$ cat config.mk
export PLATFORM = sky130hd
export DESIGN_NAME = sar_seq_ctrl
export DESIGN_NICKNAME = d
export VERILOG_FILES = /design/src/rtl/sar_seq_pkg.sv /design/src/rtl/sar_tick_gen.sv /design/src/rtl/sar_countdown.sv /design/src/rtl/sar_seq_fsm.sv /design/src/rtl/sar_seq_ctrl.sv
export SDC_FILE = /design/constraint.sdc
export NUM_CORES = 1
export LEC_CHECK = 0
export CORE_ASPECT_RATIO = 0.5
export CORE_MARGIN = 5
export CORE_UTILIZATION = 38
export DETAILED_ROUTE_END_ITERATION = 10
export MAX_ROUTING_LAYER = met4
export PLACE_DENSITY_LB_ADDON = 0.08
export SYNTH_ARGS = -nofsm -noshare
export SYNTH_HDL_FRONTEND = slang
export SYNTH_HIERARCHICAL = 1
export SYNTH_SLANG_ARGS = --single-unit
$ cat constraint.sdc
create_clock -name clk -period 4.7 [get_ports clk]
set_input_delay 0.94 -clock clk [delete_from_list [all_inputs] [get_ports clk]]
set_output_delay 0.94 -clock clk [all_outputs]
set_load 0.005 [all_outputs]
$ cat src/rtl/sar_seq_pkg.sv
package sar_seq_pkg;

    typedef enum logic [1:0] {
        ST_IDLE   = 2'd0,
        ST_PWRUP  = 2'd1,
        ST_SAMPLE = 2'd2
    } seq_state_e;

    // word indices (byte address bits [3:2])
    localparam logic [1:0] WIX_RESULT = 2'd0;
    localparam logic [1:0] WIX_STATUS = 2'd1;
    localparam logic [1:0] WIX_CTRL   = 2'd2;
    localparam logic [1:0] WIX_DELAY  = 2'd3;

    // control field positions
    localparam int CTL_CH_W    = 3;
    localparam int CTL_PWR_BIT = 3;
    localparam int CTL_IE_BIT  = 5;
    localparam int CTL_IST_BIT = 6;

    localparam int         DLY_W     = 6;
    localparam logic [5:0] DLY_RESET = 6'd8;

endpackage

$ cat src/rtl/sar_tick_gen.sv
module sar_tick_gen #(
    parameter int DIV = 2
) (
    input  logic clk,
    input  logic rst_n,
    input  logic clr,
    output logic tick
);
    generate
        if (DIV <= 1) begin : g_pass
            assign tick = 1'b1;
            logic unused_tick_in;
            assign unused_tick_in = clr;
        end else begin : g_div
            localparam int TW = $clog2(DIV);
            logic [TW-1:0] cnt_q;

            always_ff @(posedge clk or negedge rst_n) begin
                if (!rst_n) begin
                    cnt_q <= '0;
                end else if (clr || cnt_q == TW'(DIV - 1)) begin
                    cnt_q <= '0;
                end else begin
                    cnt_q <= cnt_q + TW'(1);
                end
            end

            assign tick = (cnt_q == TW'(DIV - 1));
        end
    endgenerate
endmodule

$ cat src/rtl/sar_countdown.sv
module sar_countdown #(
    parameter int W = 6
) (
    input  logic         clk,
    input  logic         rst_n,
    input  logic         load,
    input  logic [W-1:0] load_val,
    input  logic         dec,
    output logic [W-1:0] cnt
);
    always_ff @(posedge clk or negedge rst_n) begin
        if (!rst_n) begin
            cnt <= '0;
        end else if (load) begin
            cnt <= load_val;
        end else if (dec && cnt != '0) begin
            cnt <= cnt - W'(1);
        end
    end
endmodule

$ cat src/rtl/sar_seq_fsm.sv
module sar_seq_fsm
    import sar_seq_pkg::*;
#(
    parameter int CW      = 6,
    parameter int LATENCY = 4
) (
    input  logic             clk,
    input  logic             rst_n,
    input  logic             start,
    input  logic             abort,
    input  logic [DLY_W-1:0] dly,
    input  logic             tick,
    input  logic [CW-1:0]    cnt,
    output logic             cnt_load,
    output logic [CW-1:0]    cnt_val,
    output logic             cnt_dec,
    output logic             tick_clr,
    output logic             busy,
    output logic             capture
);
    seq_state_e state_q, state_d;

    // state register
    always_ff @(posedge clk or negedge rst_n) begin
        if (!rst_n) begin
            state_q <= ST_IDLE;
        end else begin
            state_q <= state_d;
        end
    end

    // transitions
    always_comb begin
        state_d = state_q;
        unique case (state_q)
            ST_IDLE: begin
                if (start) begin
                    state_d = (dly == '0) ? ST_SAMPLE : ST_PWRUP;
                end
            end
            ST_PWRUP: begin
                if (abort) begin
                    state_d = ST_IDLE;
                end else if (tick && cnt == CW'(1)) begin
                    state_d = ST_SAMPLE;
                end
            end
            ST_SAMPLE: begin
                if (abort || cnt == CW'(1)) begin
                    state_d = ST_IDLE;
                end
            end
            default: state_d = ST_IDLE;
        endcase
    end

    // outputs
    always_comb begin
        cnt_load = 1'b0;
        cnt_val  = '0;
        cnt_dec  = 1'b0;
        tick_clr = 1'b0;
        busy     = 1'b0;
        capture  = 1'b0;
        unique case (state_q)
            ST_IDLE: begin
                if (start) begin
                    cnt_load = 1'b1;
                    tick_clr = 1'b1;
                    cnt_val  = (dly == '0) ? CW'(LATENCY) : CW'(dly);
                end
            end
            ST_PWRUP: begin
                busy = 1'b1;
                if (!abort) begin
                    if (tick && cnt == CW'(1)) begin
                        cnt_load = 1'b1;
                        cnt_val  = CW'(LATENCY);
                    end else begin
                        cnt_dec = tick;
                    end
                end
            end
            ST_SAMPLE: begin
                busy = 1'b1;
                if (!abort) begin
                    if (cnt == CW'(1)) begin
                        capture = 1'b1;
                    end else begin
                        cnt_dec = 1'b1;
                    end
                end
            end
            default: begin
                busy = 1'b0;
            end
        endcase
    end
endmodule

$ cat src/rtl/sar_seq_ctrl.sv
module sar_seq_ctrl
    import sar_seq_pkg::*;
#(
    parameter int NUM_CH  = 8,
    parameter int SAMP_W  = 16,
    parameter int RES     = 10,
    parameter int CLK_DIV = 2,
    parameter int LATENCY = 4
) (
    input  logic                     clk,
    input  logic                     rst_n,
    input  logic [3:0]               reg_addr,
    input  logic [31:0]              reg_wdata,
    input  logic                     reg_we,
    output logic [31:0]              reg_rdata,
    input  logic [NUM_CH*SAMP_W-1:0] chan_samples,
    output logic                     conv_pwr,
    output logic [CTL_CH_W-1:0]      conv_chan,
    output logic                     busy,
    output logic                     irq
);
    localparam int LAT_W = $clog2(LATENCY + 1);
    localparam int CW    = (LAT_W > DLY_W) ? LAT_W : DLY_W;

    logic [1:0]          widx;
    logic                wr_ctrl, wr_dly, acc_ctrl;
    logic                start, abort, capture, tick, tick_clr;
    logic                cnt_load, cnt_dec;
    logic [CW-1:0]       cnt, cnt_val;

    logic [CTL_CH_W-1:0] ctrl_chan_q;
    logic                ctrl_pwr_q, ctrl_ie_q, ctrl_ist_q;
    logic [DLY_W-1:0]    dly_q;
    logic [RES-1:0]      result_q;
    logic [SAMP_W-1:0]   sel_sample;

    logic unused_bits;
    assign unused_bits = ^{reg_wdata[31:7], reg_wdata[4], reg_addr[1:0], sel_sample};

    assign widx     = reg_addr[3:2];
    assign wr_ctrl  = reg_we && (widx == WIX_CTRL);
    assign wr_dly   = reg_we && (widx == WIX_DELAY);
    assign start    = wr_ctrl && reg_wdata[CTL_PWR_BIT] && !busy;
    assign abort    = wr_ctrl && !reg_wdata[CTL_PWR_BIT];
    assign acc_ctrl = wr_ctrl && (!busy || !reg_wdata[CTL_PWR_BIT]);

    sar_tick_gen #(.DIV(CLK_DIV)) u_tick (
        .clk  (clk),
        .rst_n(rst_n),
        .clr  (tick_clr),
        .tick (tick)
    );

    sar_countdown #(.W(CW)) u_cnt (
        .clk     (clk),
        .rst_n   (rst_n),
        .load    (cnt_load),
        .load_val(cnt_val),
        .dec     (cnt_dec),
        .cnt     (cnt)
    );

    sar_seq_fsm #(.CW(CW), .LATENCY(LATENCY)) u_fsm (
        .clk     (clk),
        .rst_n   (rst_n),
        .start   (start),
        .abort   (abort),
        .dly     (dly_q),
        .tick    (tick),
        .cnt     (cnt),
        .cnt_load(cnt_load),
        .cnt_val (cnt_val),
        .cnt_dec (cnt_dec),
        .tick_clr(tick_clr),
        .busy    (busy),
        .capture (capture)
    );

    // control register
    always_ff @(posedge clk or negedge rst_n) begin
        if (!rst_n) begin
            ctrl_chan_q <= '0;
            ctrl_pwr_q  <= 1'b0;
            ctrl_ie_q   <= 1'b0;
            ctrl_ist_q  <= 1'b0;
        end else if (acc_ctrl) begin
            ctrl_chan_q <= reg_wdata[CTL_CH_W-1:0];
            ctrl_pwr_q  <= reg_wdata[CTL_PWR_BIT];
            ctrl_ie_q   <= reg_wdata[CTL_IE_BIT];
            ctrl_ist_q  <= ctrl_ist_q && reg_wdata[CTL_IST_BIT] && reg_wdata[CTL_PWR_BIT];
        end else if (capture) begin
            ctrl_ist_q  <= 1'b1;
        end
    end

    // delay register
    always_ff @(posedge clk or negedge rst_n) begin
        if (!rst_n) begin
            dly_q <= DLY_RESET;
        end else if (wr_dly) begin
            dly_q <= reg_wdata[DLY_W-1:0];
        end
    end

    // channel select
    always_comb begin
        sel_sample = '0;
        for (int i = 0; i < NUM_CH; i++) begin
            if (ctrl_chan_q == CTL_CH_W'(i)) begin
                sel_sample = chan_samples[i*SAMP_W +: SAMP_W];
            end
        end
    end

    // result register
    always_ff @(posedge clk or negedge rst_n) begin
        if (!rst_n) begin
            result_q <= '0;
        end else if (capture) begin
            result_q <= sel_sample[RES-1:0];
        end
    end

    // read mux
    always_comb begin
        reg_rdata = '0;
        unique case (widx)
            WIX_RESULT: reg_rdata[RES-1:0] = result_q;
            WIX_STATUS: reg_rdata[0] = busy;
            WIX_CTRL: begin
                reg_rdata[CTL_CH_W-1:0] = ctrl_chan_q;
                reg_rdata[CTL_PWR_BIT]  = ctrl_pwr_q;
                reg_rdata[CTL_IE_BIT]   = ctrl_ie_q;
                reg_rdata[CTL_IST_BIT]  = ctrl_ist_q;
            end
            WIX_DELAY:  reg_rdata[DLY_W-1:0] = dly_q;
            default:    reg_rdata = '0;
        endcase
    end

    assign conv_pwr  = ctrl_pwr_q;
    assign conv_chan = ctrl_chan_q;
    assign irq       = ctrl_ist_q && ctrl_ie_q;

endmodule

==> flow_metrics.env, run 1 <==
export IMPL_timing_hold_ws_ps=486
export IMPL_synth_top_flop_cell="dfrtp_1"
export IMPL_synth_compound_area_share_pct=24.2
export IMPL_vias=2757
export IMPL_synth_area_top_cells="dfrtp_1 (26%), mux2_2 (7.0%), buf_4 (6.0%)"
export IMPL_status="complete, no violations"
export IMPL_worstMarginPinSlew_ps=905
export IMPL_synth_top_family_by_area="compound AO/OA/AOI/OAI gates"
export IMPL_totalWireLength_mm=8.20
export IMPL_clkLatencyLatePin_ps=270
export IMPL_post_cts_buffers=0
export IMPL_top_usage_layer="met2"
export IMPL_finalHoldViolCount=0
export IMPL_clkTransAtPathRegs_ps=50
export IMPL_synthAdderAreaFrac_pct=4.78
export IMPL_dr_pass1_iters=5
export IMPL_end_kind="output pin"
export IMPL_post_cts_resized=0
export IMPL_fmax_mhz=268
export IMPL_netSwitchingPower_w=0.000705
export IMPL_cts_buffer_depth=2
export IMPL_netlist_area_leader_share_pct=26.1
export IMPL_synth_edf_count=0
export IMPL_syn2layout_area_growth_pct=40.4
export IMPL_min_path_type="register to register"
export IMPL_required_ps=3760
export IMPL_finalCritPeriodShare_pct=79.4
export IMPL_path_max_fanout=7
export IMPL_clock_skew_ps=2.74
export IMPL_grt_ovfl_total=0
export IMPL_rrSetupSlack_ps=1650
export IMPL_cts_tree="yes"
export IMPL_grt_pass1_vias=2766
export IMPL_ys_seq_area_share_pct=27.0
export IMPL_ys_seq_elements=31
export IMPL_clkPwrFrac_pct=17.0
export IMPL_setup_viol=0
export IMPL_ios=205
export IMPL_start_util_pct=39.1
export IMPL_clockRootBuffer="clkbuf_16"
export IMPL_leakage_nw=1.68
export IMPL_first_iter_violations=187
export IMPL_rsz0062_at_grt="false"
export IMPL_htree_levels=2
export IMPL_cap_violations=0
export IMPL_post_dp_hpwl_mm=6.47
export IMPL_antenna_found_initial=0
export IMPL_grt_max_degree=63
export IMPL_p_int_w=0.00108
export IMPL_antenna_cells=0
export IMPL_synth_cell_type_count=57
export IMPL_share_seq_of_total_power_pct=26.9
export IMPL_met2_usage_pct=27.9
export IMPL_final_cell_mix="clkdlybuf4s50_1 (107), dfrtp_1 (29), nand2_1 (25)"
export IMPL_async_flop_share_pct=100
export IMPL_comb_power_share_pct=56.1
export IMPL_worst_setup_path_start_kind="input pin"
export IMPL_final_nets=608
export IMPL_yosys_mux_area_fraction_pct=12.0
export IMPL_cts_hold_buf=0
export IMPL_fp_dieW_um=133
export IMPL_viasPerCell=5.23
export IMPL_fillers=692
export IMPL_synth_top_cell_by_area="dfrtp_1"
export IMPL_fp_coreArea_mm2=0.00735
export IMPL_power_density_mw_per_mm2=441
export IMPL_synthSimpleGateAreaFrac_pct=19.3
export IMPL_path_class="input pin to output pin"
export IMPL_drive_above_1_share_pct=9.98
export IMPL_final_max_slew_viol_count=0
export IMPL_grt_usage_pct=17.4
export IMPL_min_period_ps=3730
export IMPL_ir_worst_vdd_uv=195
export IMPL_avgSynthCellArea_um2=8.64
export IMPL_drtAntennaViolNets=0
export IMPL_route_detailed_drc=0
export IMPL_die_area_mm2=0.00952
export IMPL_grt_use_met1_pct=21.9
export IMPL_cts_made_buffers=5
export IMPL_globalRouteMet3Util_pct=5.47
export IMPL_syn_area_mm2=0.00288
export IMPL_die_height_um=71.5
export IMPL_final_seq_area_um2=778
export IMPL_slew_headroom_pct=39.7
export IMPL_numPortBuffers=107
export IMPL_wire_per_inst_um=15.6
export IMPL_synth_xor_area_share_pct=0
export IMPL_cts_sinks=31
export IMPL_num_rows=22
export IMPL_multi_input_area_mm2=0.00182
export IMPL_synth_cells=333
export IMPL_ys_warn_count=6
export IMPL_crit_arrival_ps=2790
export IMPL_gp_congestion=0.827
export IMPL_fin_setup_tns_ps=0
export IMPL_layout_commonest_cell="clkdlybuf4s50_1"
export IMPL_grt_first_pass_wirelength_mm=13.3
export IMPL_swShare_pct=39.6
==> power by group through the flow <==
stage	Combinational, W	Sequential, W	Clock (W)
after floorplan	0.000720	0.000459	0
final	0.000999	0.000479	0.000303
after CTS	0.00100	0.000480	0.000310
after global placement	0.000978	0.000476	0
after detailed placement	0.000999	0.000482	0
after global routing	0.00112	0.000495	0.000327
==> final cells by class <==
type                       instances  share of cell area, %
tap                               96                   2.97
multi-input combinational        259                   45.0
inverter                          21                   1.95
timing repair buffer             112                   27.4
clock buffer                       7                   3.28
clock inverter                     1                  0.124
sequential                        31                   19.3
==> worst max-delay path, stage by stage <==
cell             delay, ps
clkdlybuf4s50_1        540
inv_1                  100
ha_1                   290
a222oi_1               390
nor2_1                  70
clkdlybuf4s50_1        450
==> cell usage after synthesis, types with 7 or more instances <==
library cell,instances
mux2i_1,12
dfrtp_1,30
buf_2,11
buf_4,23
a21boi_0,8
nor3b_1,11
nor2b_1,9
o211ai_1,10
mux2_2,18
ha_1,11
a21oi_1,23
inv_1,21
nor2_1,14
o21ai_0,22
nand2_1,25
o32ai_1,7
and3_1,7
==> kinds of logic (layout without fill, tap and decap cells) <==
group / count (synthesis) / after routing
simple gates: 98 / 98
other cells: 1 / 22
buf+inv: 64 / 141
mux: 31 / 31
fa+ha+maj: 11 / 11
compound gates: 97 / 97
flops: 31 / 31
==> state kept, by name (all words and copies together) (netlist names) <==
| signal | count |
|---|---|
| conv_chan | 3 |
| conv_pwr | 1 |
| ctrl_ie_q | 1 |
| ctrl_ist_q | 1 |
| dly_q | 6 |
| result_q | 10 |
| u_cnt/cnt | 6 |
| u_fsm/state_q | 2 |
| u_tick/tick | 1 |
==> metal layers <==
metal | share of wire [%] | vias to the layer above
li1 | - | 1365
met1 | 44 | 1271
met2 | 46 | 115
met3 | 8.8 | 6
met4 | 0.83 | 0
met5 | 0 | -
==> per-stage QoR <==
step                      std cells  power, W  worst slack [ps]  area [um^2]  utilization (%)
after floorplan                 354   0.00118              1340         2960                -
after global placement          519   0.00145               805         3900             53.1
after detailed placement        519   0.00148               700         3900             53.1
after CTS                       527   0.00179               935         4040             55.0
after global routing            527   0.00194               766         4040             55.0
final                           527   0.00178               968         4040             55.0
==> path summary, 6_finish.rpt <==
kind | start | endpoint | depth (start not counted)
max reg2reg | u_cnt/cnt[3] | result_q[3] | 7
min reg2reg | u_tick/tick | u_tick/tick | 1
max in group asynchronous | rst_n | dly_q[3] | 2
min in group asynchronous | rst_n | u_fsm/state_q[0] | 2
max | reg_addr[2] | reg_rdata[5] | 6
min | u_tick/tick | u_tick/tick | 1
Note: power is estimated with default switching activity, not from simulation.
==> run 2, diff against run 1 <==
Settings changed: CORE_UTILIZATION 38 to 32.
Clock period 4.7 ns to 3.09 ns, I/O delays scaled along.
==> run 2 against run 1 <==
Compared with the run above: via count hardly changed; critical path type unchanged; critical endpoint is now reg_rdata[0]; clock-buffer cell count stayed put; sequential power is 54% higher; final area is 3.6% higher; sequential share of layout area is 0.67 points lower; worst setup slack worse by 860 ps; largest power group unchanged; utilization is 7.1 points lower; final cell count is 6.5% higher; die area is 17% higher; clock skew is 3.1 ps higher.
==> flow_metrics.env, run 2 (synthesized netlist as in run 1, its figures left out) <==
export IMPL_worstMarginPinSlew_ps=963
export IMPL_dpl_worst_slack_ps=-75.0
export IMPL_grt_usage_pct=16.1
export IMPL_final_cell_mix="clkdlybuf4s50_1 (104), dfrtp_1 (29), nand2_1 (25)"
export IMPL_r2r_end="u_cnt/cnt[5]"
export IMPL_rsz0062_at_grt="false"
export IMPL_setup_viol=0
export IMPL_fp_dieW_um=144
export IMPL_whs_endpoint="u_tick/tick"
export IMPL_required_ps=2470
export IMPL_leakage_nw=1.79
export IMPL_drtAntennaViolNets=0
export IMPL_regMostFlops="result_q"
export IMPL_grt_first_pass_wirelength_mm=14.4
export IMPL_antenna_cells=0
export IMPL_layout_commonest_cell="clkdlybuf4s50_1"
export IMPL_grt_pass1_vias=3009
export IMPL_top_usage_layer="met2"
export IMPL_ios=205
export IMPL_clock_skew_ps=5.81
export IMPL_cts_sinks=31
export IMPL_worst_setup_path_start_kind="input pin"
export IMPL_largest_register_ffs=10
export IMPL_cts_hold_buf=0
export IMPL_path_class="input pin to output pin"
export IMPL_fin_setup_tns_ps=0
export IMPL_finalCritPeriodShare_pct=96.5
export IMPL_drive_above_1_share_pct=13.3
export IMPL_met2_usage_pct=26.9
export IMPL_setup_slack_ps=108
export IMPL_hold_path_depth=1
export IMPL_fmax_mhz=335
export IMPL_r2r_cells=7
export IMPL_totalWireLength_mm=8.74
export IMPL_start_util_pct=32.9
export IMPL_post_dp_hpwl_mm=6.97
export IMPL_clkLatencyLatePin_ps=270
export IMPL_die_area_mm2=0.0111
export IMPL_vias=2758
export IMPL_num_rows=24
export IMPL_syn2layout_area_growth_pct=45.5
export IMPL_fillers=832
export IMPL_cap_violations=0
export IMPL_route_detailed_drc=0
export IMPL_first_iter_violations=114
export IMPL_final_nets=621
export IMPL_min_from="u_tick/tick"
export IMPL_ir_worst_vdd_uv=289
export IMPL_htree_levels=2
export IMPL_antenna_found_initial=0
export IMPL_crit_arrival_ps=2360
export IMPL_slew_headroom_pct=35.6
export IMPL_grt_max_degree=61
export IMPL_cts_buffer_depth=2
export IMPL_final_max_slew_viol_count=0
export IMPL_grt_ovfl_total=0
export IMPL_power_density_mw_per_mm2=661
export IMPL_finalHoldViolCount=0
export IMPL_min_path_type="register to register"
export IMPL_reg_top3="result_q (10), dly_q (6), u_cnt/cnt (6)"
export IMPL_dr_pass1_iters=4
export IMPL_cts_made_buffers=5
export IMPL_r2r_start="u_fsm/state_q[1]"
export IMPL_gp_congestion=0.858
export IMPL_wire_per_inst_um=15.6
export IMPL_clockRootBuffer="clkbuf_16"
export IMPL_numPortBuffers=107
export IMPL_globalRouteMet3Util_pct=4.47
export IMPL_rrSetupSlack_ps=610
export IMPL_clkTransAtPathRegs_ps=50
export IMPL_cts_tree="yes"
export IMPL_viasPerCell=4.92
export IMPL_grt_use_met1_pct=19.8
export IMPL_min_period_ps=2980
export IMPL_fp_coreArea_mm2=0.00874
export IMPL_die_height_um=77.0
export IMPL_path_max_fanout=7
export IMPL_end_kind="output pin"
export IMPL_status="complete, no violations"
## run 2: changes by cell type in the layout (fill, tap and decap cells not counted), sizes merged
| cell | delta |
|---|---|
| buf | +13 |
| dlymetal6s2s | +3 |
| clkdlybuf4s50 | -3 |
## run 2: worst max-delay path, cell delays in order
cell and delay (ps):
clkdlybuf4s50_1 420, buf_4 160, ha_2 220, a222oi_1 350, mux2i_1 140, clkdlybuf4s50_1 460
## run 2: final cells by class
cell class | count | area [um^2] | share of cell area [%]
multi-input cells | 259 | 1820 | 43.5
repair buffers | 125 | 1210 | 29.0
flip-flops and latches | 31 | 778 | 18.6
well taps | 117 | 146 | 3.50
clock buffers | 7 | 143 | 3.41
inverters | 21 | 78.8 | 1.88
clock inverters | 1 | 5.00 | 0.120
## run 2: metrics by stage
step	util (%)	hold slack, ps	instances	instance area [um^2]	total power (W)
global route	47.9	508	561	4190	0.00299
detailed placement	46.1	484	553	4030	0.00228
CTS	47.8	491	561	4170	0.00279
global placement	46.1	471	553	4030	0.00226
floorplan	-	322	354	2960	0.00179
finish	47.9	492	561	4190	0.00277
## run 2: metal layers
layer / routed length, um / part of all wire [%] / vias up
li1: - / - / 1389
met1: 3910 / 45 / 1273
met2: 4130 / 47 / 87
met3: 636 / 7.3 / 9
met4: 69 / 0.79 / 0
met5: 0 / 0 / -
## run 2: worst max path at each step
stage	from	end	slack, ps	depth (start not counted)
finish	reg_addr[2]	reg_rdata[0]	110	6
detailed placement	reg_addr[2]	u_cnt/cnt[5]	-80	10
global placement	reg_addr[2]	u_cnt/cnt[5]	-30	10
floorplan	reg_addr[2]	u_cnt/cnt[5]	60	8
global route	reg_addr[2]	reg_rdata[0]	20	6
CTS	reg_addr[2]	reg_rdata[1]	8	7
## run 2: power breakdown
part           switching (W)  leakage [nW]  internal [W]  total [W]
sequential          0.000156         0.377      0.000582   0.000738
clock               0.000168        0.0739      0.000319   0.000487
combinational       0.000764          1.34      0.000778    0.00154
## run 2: what timing repair did
action / CTS / global route
setup buffers: 0 / 0
endpoints found under the setup margin: 0 / 4
resized for setup: 0 / 5
